`src/rtl/uart_tx_pkg.sv`:
```
package uart_tx_pkg;
  typedef enum logic [1:0] {
    TX_IDLE = 2'd0,
    TX_DATA = 2'd1,
    TX_BRK  = 2'd2
  } tx_state_e;
endpackage

```
`src/rtl/uart_tx_hold.sv`:
```
module uart_tx_hold #(
  parameter int DATA_W = 9
) (
  input  logic              clk_i,
  input  logic              rst_ni,
  input  logic              wr_i,
  input  logic [DATA_W-1:0] wr_data_i,
  input  logic              take_i,
  output logic [DATA_W-1:0] data_o,
  output logic              empty_o
);
  always_ff @(posedge clk_i or negedge rst_ni) begin
    if (!rst_ni) begin
      data_o  <= '0;
      empty_o <= 1'b1;
    end else begin
      if (wr_i) data_o <= wr_data_i;
      // a write on the load edge keeps the register full
      if (wr_i)        empty_o <= 1'b0;
      else if (take_i) empty_o <= 1'b1;
    end
  end
endmodule

```
`src/rtl/uart_tx_shift.sv`:
```
module uart_tx_shift #(
  parameter int DATA_W = 9
) (
  input  logic              clk_i,
  input  logic              rst_ni,
  input  logic              load_i,
  input  logic              wide_i,
  input  logic [DATA_W-1:0] load_data_i,
  input  logic              step_i,
  output logic              bit_o
);
  localparam int SH_W = DATA_W + 1;

  logic [SH_W-1:0] sh_q;
  logic [SH_W-1:0] ld_vec;

  // stop bit sits above the last data bit; narrow mode pads the top data slot with 1
  for (genvar i = 0; i < SH_W; i++) begin : g_ld
    if (i == SH_W - 1) begin : g_stop
      assign ld_vec[i] = 1'b1;
    end else if (i == DATA_W - 1) begin : g_top
      assign ld_vec[i] = wide_i ? load_data_i[i] : 1'b1;
    end else begin : g_dat
      assign ld_vec[i] = load_data_i[i];
    end
  end

  always_ff @(posedge clk_i or negedge rst_ni) begin
    if (!rst_ni)      sh_q <= '1;
    else if (load_i)  sh_q <= ld_vec;
    else if (step_i)  sh_q <= {1'b1, sh_q[SH_W-1:1]};
  end

  assign bit_o = sh_q[0];
endmodule

```
`src/rtl/uart_tx_bitcnt.sv`:
```
module uart_tx_bitcnt #(
  parameter int FRAME_MAX = 11,
  parameter int CNT_W     = 4
) (
  input  logic             clk_i,
  input  logic             rst_ni,
  input  logic             clr_i,
  input  logic             inc_i,
  input  logic             wide_i,
  output logic [CNT_W-1:0] idx_o,
  output logic [CNT_W-1:0] last_o,
  output logic             at_end_o
);
  localparam logic [CNT_W-1:0] LAST_WIDE   = CNT_W'(FRAME_MAX - 1);
  localparam logic [CNT_W-1:0] LAST_NARROW = CNT_W'(FRAME_MAX - 2);

  always_ff @(posedge clk_i or negedge rst_ni) begin
    if (!rst_ni) begin
      idx_o  <= '0;
      last_o <= LAST_NARROW;
    end else if (clr_i) begin
      idx_o  <= '0;
      last_o <= wide_i ? LAST_WIDE : LAST_NARROW;
    end else if (inc_i) begin
      idx_o  <= idx_o + 1'b1;
    end
  end

  assign at_end_o = (idx_o == last_o);
endmodule

```
`src/rtl/uart_tx_brk.sv`:
```
module uart_tx_brk
  import uart_tx_pkg::*;
#(
  parameter int DATA_W = 9
) (
  input  logic              clk_i,
  input  logic              rst_ni,
  input  logic              bit_tick_i,
  input  logic              tx_en_i,
  input  logic              nine_bit_i,
  input  logic              send_brk_i,
  input  logic              wr_i,
  input  logic [DATA_W-1:0] wr_data_i,
  output logic              tx_o,
  output logic              empty_o
);
  localparam int FRAME_MAX = DATA_W + 2;
  localparam int CNT_W     = $clog2(FRAME_MAX);

  tx_state_e         state_q, state_d;
  logic              tx_d;
  logic              brk_pend_q;
  logic [DATA_W-1:0] hold_data;
  logic              sh_bit;
  logic [CNT_W-1:0]  idx_q, last_q;
  logic              at_end;
  logic              go_brk, go_data, decide, start_brk, load, step, cnt_inc;

  assign go_brk  = tx_en_i & (brk_pend_q | send_brk_i);
  assign go_data = tx_en_i & ~empty_o & ~go_brk;

  always_comb begin
    state_d   = state_q;
    tx_d      = tx_o;
    decide    = 1'b0;
    start_brk = 1'b0;
    load      = 1'b0;
    step      = 1'b0;
    cnt_inc   = 1'b0;
    if (bit_tick_i) begin
      unique case (state_q)
        TX_IDLE: decide = 1'b1;
        TX_DATA: begin
          if (at_end) decide = 1'b1;
          else begin
            step    = 1'b1;
            cnt_inc = 1'b1;
            tx_d    = sh_bit;
          end
        end
        TX_BRK: begin
          if (!at_end)     cnt_inc   = 1'b1;
          else if (go_brk) start_brk = 1'b1;
          else begin
            // guaranteed mark bit after the final block
            state_d = TX_IDLE;
            tx_d    = 1'b1;
          end
        end
        default: state_d = TX_IDLE;
      endcase
      if (decide) begin
        if (go_brk)       start_brk = 1'b1;
        else if (go_data) load      = 1'b1;
        else begin
          state_d = TX_IDLE;
          tx_d    = 1'b1;
        end
      end
      if (start_brk) begin
        state_d = TX_BRK;
        tx_d    = 1'b0;
      end
      if (load) begin
        state_d = TX_DATA;
        tx_d    = 1'b0;
      end
    end
  end

  always_ff @(posedge clk_i or negedge rst_ni) begin
    if (!rst_ni) begin
      state_q    <= TX_IDLE;
      tx_o       <= 1'b1;
      brk_pend_q <= 1'b0;
    end else begin
      state_q <= state_d;
      tx_o    <= tx_d;
      // requests are latched outside a block; inside a block the level decides
      if (start_brk || state_q == TX_BRK) brk_pend_q <= 1'b0;
      else if (send_brk_i)               brk_pend_q <= 1'b1;
    end
  end

  uart_tx_hold #(.DATA_W(DATA_W)) u_hold (
    .clk_i    (clk_i),
    .rst_ni   (rst_ni),
    .wr_i     (wr_i),
    .wr_data_i(wr_data_i),
    .take_i   (load),
    .data_o   (hold_data),
    .empty_o  (empty_o)
  );

  uart_tx_shift #(.DATA_W(DATA_W)) u_shift (
    .clk_i      (clk_i),
    .rst_ni     (rst_ni),
    .load_i     (load),
    .wide_i     (nine_bit_i),
    .load_data_i(hold_data),
    .step_i     (step),
    .bit_o      (sh_bit)
  );

  uart_tx_bitcnt #(.FRAME_MAX(FRAME_MAX), .CNT_W(CNT_W)) u_cnt (
    .clk_i   (clk_i),
    .rst_ni  (rst_ni),
    .clr_i   (start_brk | load),
    .inc_i   (cnt_inc),
    .wide_i  (nine_bit_i),
    .idx_o   (idx_q),
    .last_o  (last_q),
    .at_end_o(at_end)
  );
endmodule

```
`config.mk`:
```
export PLATFORM = sky130hd
export DESIGN_NAME = uart_tx_brk
export DESIGN_NICKNAME = d
export VERILOG_FILES = /design/src/rtl/uart_tx_pkg.sv /design/src/rtl/uart_tx_hold.sv /design/src/rtl/uart_tx_shift.sv /design/src/rtl/uart_tx_bitcnt.sv /design/src/rtl/uart_tx_brk.sv
export SDC_FILE = /design/constraint.sdc
export NUM_CORES = 1
export LEC_CHECK = 0
export ABC_AREA = 1
export BUFFER_PORTS_ARGS = -buffer_cell sky130_fd_sc_hd__buf_2
export CAP_MARGIN = 20
export CORE_ASPECT_RATIO = 0.75
export CORE_MARGIN = 1.5
export CORE_UTILIZATION = 50
export DETAILED_ROUTE_END_ITERATION = 12
export GPL_TIMING_DRIVEN = 0
export PLACE_DENSITY_LB_ADDON = 0.1
export SKIP_CTS_REPAIR_TIMING = 1
export SYNTH_ARGS = -nofsm -noshare
export SYNTH_HDL_FRONTEND = slang
export SYNTH_SLANG_ARGS = --single-unit
export TNS_END_PERCENT = 20
```
`constraint.sdc`:
```
create_clock -name clk_i -period 4.1 [get_ports clk_i]
set_input_delay 0.41 -clock clk_i [delete_from_list [all_inputs] [get_ports clk_i]]
set_output_delay 0.41 -clock clk_i [all_outputs]
set_load 0.1 [all_outputs]
```
Word level (Yosys, flattened, before mapping):

Cells that the tools add are included.

* add/sub/neg operators: 1
* equality and inequality tests: 3
* mux-type cells: 47
* bitwise operators: 7
* reduce and logical (&&, ||, !) cells: 8

Operators with widths (count)
* $mux W1: 32
* $mux W10: 2
* $mux W2: 8
* $mux W4: 2
* $reduce_bool A2 Y1: 4
* $add A4 B1 Y4 const B: 1
* $eq A4 B4 Y1: 1
* $pmux W1 S2: 2
* $pmux W2 S2: 1
* $reduce_or A2 Y1: 2
* $and A1 B1 Y1: 3
* $eq A2 B1 Y1 const B: 1
* $eq A2 B2 Y1 const B: 1
* $logic_not A2 Y1: 1
* $not A1 Y1: 2
* $or A1 B1 Y1: 2
* $logic_or A1 B1 Y1: 1

* bits in registers: 32
* output and inout port bits: 2
* logic and storage cells: 74

Logic depth before layout (Yosys ltp):

* word-level depth: 11
* gate-level depth with buffers: 12
* mapped depth without buffers: 12

Cells and area by module:

A second synthesis with hierarchy kept.

* cells, all modules: 201
* area total of the unflattened synthesis: 1580.3 um^2

By module, submodules not included
* uart_tx_shift: times used 1, cells an instance 54, area each 451.7 um^2
* uart_tx_brk: times used 1, cells an instance 66, area each 431.7 um^2
* uart_tx_hold: times used 1, cells an instance 41, area each 375.4 um^2
* uart_tx_bitcnt: times used 1, cells an instance 40, area each 321.6 um^2

Worst setup path before layout:

No wires, ideal clock.

* path type: register -> register
* start: reg u_hold.empty_o
* end: reg u_shift.sh_q[6]
* library setup time: 0.078 ns
* arrival: 1.591 ns
* path slack: 2.432 ns
* stages on the path, launching flop included: 9
* buffers on the path: 1
* path through: dfstp_2 -> nor2_1 -> nand2_1 -> inv_1 -> nand3_4 -> clkinv_4 -> buf_12 -> nor2_1 -> a21oi_2

* word-level cells in the longest chain between the ends: 9

Ends and longest elaborated chain
* start, declared: line uart_tx_hold.sv:10 `output logic empty_o`
* start signal, assigned: line uart_tx_hold.sv:15 `empty_o <= 1'b1;`
* start signal, assigned: line uart_tx_hold.sv:19 `if (wr_i) empty_o <= 1'b0;`
* start signal, assigned: line uart_tx_hold.sv:20 `else if (take_i) empty_o <= 1'b1;`
* $not A1 Y1 (*): line uart_tx_brk.sv:30 `assign go_data = tx_en_i & ~empty_o & ~go_brk;`
* $and A1 B1 Y1 (*) (2 in a row): line uart_tx_brk.sv:30
* $mux W1 (*): line uart_tx_brk.sv:64 `else if (go_data) load = 1'b1;`
* $mux W1 (*): line uart_tx_brk.sv:63 `if (go_brk) start_brk = 1'b1;`
* $mux W1 (*): line uart_tx_brk.sv:62 `if (decide) begin`
* $mux W1 (*) (2 in a row): line uart_tx_brk.sv:40 `if (bit_tick_i) begin`
* $mux W10 or $reduce_bool A2 Y1 (tied branches)
* end signal, assigned: line uart_tx_shift.sv:30 `else if (load_i) sh_q <= ld_vec;`
* end signal, assigned: line uart_tx_shift.sv:31 `else if (step_i) sh_q <= {1'b1, sh_q[SH_W-1:1]};`
* end, declared: line uart_tx_shift.sv:14 `logic [SH_W-1:0] sh_q;`

Mark *: on every way between the ends. The rest lies on a longest branch, timed or not. The select of a mux whose other input is x is not followed.
A chain may end at the register's enable or synchronous reset.

Final worst setup path:

* start: reg state_q[1]
* end: reg u_cnt.idx_o[1]

* word-level cells in the longest chain between the ends: 8

Ends and longest elaborated chain
* start, declared: line uart_tx_brk.sv:20 `tx_state_e state_q, state_d;`
* start signal, assigned: line uart_tx_brk.sv:87 `state_q <= state_d;`
* $eq A2 B1 Y1, or another cell as far along: line uart_tx_brk.sv:41 `unique case (state_q)`
* $pmux W1 S2 or $mux W1 (tied branches): line uart_tx_brk.sv:41
* $mux W1 (on tied branches): line uart_tx_brk.sv:40, uart_tx_brk.sv:63
* $mux W1: line uart_tx_brk.sv:62
* $mux W1 (2 in a row): line uart_tx_brk.sv:40
* $or A1 B1 Y1: line uart_tx_brk.sv:118 `.clr_i (start_brk | load),`
* $mux W4 or $reduce_bool A2 Y1 (tied branches)
* end signal, assigned: line uart_tx_bitcnt.sv:25 `idx_o <= idx_o + 1'b1;`
* end, declared: line uart_tx_bitcnt.sv:10 `output logic [CNT_W-1:0] idx_o,`

Parallel ways exist; a longest one is shown, timed or not. The select of a mux whose other input is x is not followed.

==> flow_metrics.env <==
export IMPL_endpoint_kind="flip-flop"
export IMPL_cts_buffers=5
export IMPL_syn_area_per_cell_um2=7.82
export IMPL_clk_latency_ns=0.28
export IMPL_antenna_found_initial=0
export IMPL_grt_pass1_wl_um=5510
export IMPL_io_pins=18
export IMPL_total_power_mw=1.25
export IMPL_pwr_share_clk=0.247
export IMPL_grtUsageTotal=0.202
export IMPL_switching_share=0.383
export IMPL_dpl_cell_count=263
export IMPL_final_period_utilization=0.423
export IMPL_area_growth_pct=14.5
export IMPL_finalSetupViolCount=0
export IMPL_grt_max_degree=30
export IMPL_place_congestion=0.840
export IMPL_fin_skew_ns=0.00733
export IMPL_drive_gt1_frac=0.223
export IMPL_cts_clk_slew_worst_paths_ns=0.07
export IMPL_final_cell_area_um2=1880
export IMPL_rsz0062_at_grt="no"
export IMPL_power_internal_mw=0.772
export IMPL_start_util=0.540
export IMPL_core_um2=3040
export IMPL_finalCriticalPeriod_ns=1.73
export IMPL_fp_dieArea_um2=3640
export IMPL_vdd_drop_max_uv=333
export IMPL_grt_pass1_vias=1289
export IMPL_ys_seq_elements=29
export IMPL_fin_cells=271
export IMPL_viasPerCell=4.90
export IMPL_drtIter0Drc=64
export IMPL_std_cell_rows=17
export IMPL_fillCellCount=277
export IMPL_path_class="reg2reg"
export IMPL_critPathMaxFanout=6
export IMPL_tritoncts="built"
export IMPL_synth_cell_types=28
export IMPL_gr_total_overflow=0
export IMPL_die_x_um=69.2
export IMPL_outcome="finished clean"
export IMPL_post_dp_cell_area_um2=1770
export IMPL_synth_seq_area_share=0.451
export IMPL_netlist_instances=210
export IMPL_synthesis_nets=232
export IMPL_hold_viol=0
export IMPL_setup_tns_final_ns=0
export IMPL_drv_cap=0
export IMPL_slew_headroom=0.573
export IMPL_wl_um=3210
export IMPL_drcViolationCount=0
export IMPL_ctsLongestPathBuffers=2
export IMPL_p_sw_mw=0.480
export IMPL_wire_per_inst_um=11.8
export IMPL_p_comb_frac=0.368
export IMPL_clkSinkCount=29
export IMPL_nets=254
export IMPL_maxClockFrequency_mhz=576
export IMPL_p_per_area_nw_per_um2=665
export IMPL_cp_start_kind="flip-flop"
export IMPL_critPathRequiredTime_ns=4.25
export IMPL_htreeDepth=2
export IMPL_maxSlewViolCount=0
export IMPL_worstMarginPinSlew_ns=0.640
export IMPL_num_antenna_cells=0
export IMPL_drtAntennaViolNets=0
export IMPL_dp_hpwl_um=2420
export IMPL_synth_warnings=0
export IMPL_fin_ws_ns=2.37
export IMPL_pwr_share_seq=0.385
export IMPL_cp_data_arrival_time_ns=1.89
export IMPL_leakage_nw=0.991
export IMPL_pre_cts_ws_ns=2.38
export IMPL_port_buffers=15
export IMPL_first_pass_iters=4
export IMPL_synth_area_um2=1640
export IMPL_vias=1327
export IMPL_dieHeight_um=52.6
export IMPL_root_buffer="clkbuf_8"
export IMPL_hold_path_class="in2async"
[cells in the mapped netlist]
cell      instances  share of area
a21oi_1           9          0.027
a21oi_2           1         0.0053
buf_12            1          0.012
buf_2             1         0.0030
buf_4             1         0.0046
clkbuf_1          2         0.0046
clkinv_4          1         0.0053
dfrtp_1          17           0.26
dfstp_2          12           0.19
ha_1              6          0.046
inv_1            37          0.085
inv_2             3         0.0069
mux2_2            1         0.0069
nand2_1          54           0.12
nand2_2           2         0.0076
nand2_4           1         0.0069
nand3_1          13          0.040
nand3_2           2          0.012
nand3_4           1          0.011
nand4_1           1         0.0038
nand4_4           1          0.013
nor2_1           19          0.043
nor2_2            1         0.0038
nor2_4            1         0.0069
nor3_1            1         0.0030
o21ai_0          12          0.037
o21ai_1           7          0.021
xor2_1            2          0.011
[critical path, cell delays in order, from the launching register on]
cell and delay [ns]:
dfrtp_1 0.42, inv_1 0.14, ha_1 0.29, nand4_4 0.15, nand3_1 0.15, nand3_1 0.14
nand2_1 0.24, a21oi_1 0.08
[per-stage QoR]
step | hold slack (ns) | util
floorplan | 0.114 | -
global placement | 0.454 | 0.580
detailed placement | 0.463 | 0.580
CTS | 0.160 | 0.619
global route | 0.198 | 0.619
finish | 0.147 | 0.619
[cells in the final DEF, fill, tap and decap left out, types with 7 or more instances in the layout]
cell,count
dfstp_2,12
a21oi_1,9
dfrtp_1,17
o21ai_1,7
nor2_1,19
nand3_1,13
inv_1,37
o21ai_0,12
nand2_1,54
buf_2,16
[cell type report]
type / count / area (um2) / area share
flip-flops and latches: 29 / 741 / 0.394
repair buffers: 15 / 75.1 / 0.0399
multi-input cells: 135 / 703 / 0.374
inverters: 41 / 159 / 0.0844
clock buffers: 7 / 86.3 / 0.0459
clock inverters: 1 / 30.0 / 0.0160
well taps: 38 / 47.5 / 0.0253
plain buffers: 5 / 40.0 / 0.0213
[layer usage]
layer  track usage  part of all wire
met5             0                 0
met4         0.108             0.020
met3        0.0577             0.036
met2         0.327              0.42
met1         0.250              0.53
[power by group through the flow]
| stage | logic [mW] | clock network [mW] | registers [mW] |
|---|---|---|---|
| 6_report | 0.461 | 0.309 | 0.482 |
| 5_1_grt | 0.529 | 0.328 | 0.494 |
| 4_1_cts | 0.460 | 0.316 | 0.481 |
| 3_5_place_dp | 0.458 | 0 | 0.486 |
| 3_3_place_gp | 0.440 | 0 | 0.481 |
| 2_1_floorplan | 0.341 | 0 | 0.501 |
[path summary, 6_finish.rpt]
| kind | depth (start not counted) | end | slack (ns) | from |
|---|---|---|---|---|
| setup reg to reg | 7 | u_cnt.idx_o[1] | 2.37 | state_q[1] |
| hold / removal | 1 | u_hold.data_o[6] | 0.15 | rst_ni |
| min in group clk_i | 3 | u_hold.data_o[3] | 0.33 | wr_data_i[3] |
| hold reg to reg | 2 | tx_o | 0.48 | tx_o |
| max in group asynchronous | 1 | u_hold.data_o[2] | 3.53 | rst_ni |
| setup / recovery | 7 | u_cnt.idx_o[1] | 2.37 | state_q[1] |
[logic make-up (layout without fill, tap and decap cells)]
group                    after synthesis  in the layout  share of synthesized area
AND/OR/NAND/NOR                       97             97                      0.274
adder cells (fa/ha/maj)                6              6                     0.0457
AO/OA/AOI/OAI                         29             29                     0.0906
multiplexers                           1              1                    0.00685
flip-flops                            29             29                      0.451
buffers and inverters                 46             69                      0.121
XOR/XNOR                               2              2                     0.0107
[registers in the layout (all words and copies together), names as in the netlist]
| register | cells |
|---|---|
| brk_pend_q | 1 |
| state_q | 2 |
| tx_o | 1 |
| u_cnt.idx_o | 4 |
| u_cnt.last_o | 2 |
| u_hold.data_o | 9 |
| u_hold.empty_o | 1 |
| u_shift.sh_q | 9 |
No activity file was read; power rests on OpenSTA's default activity.
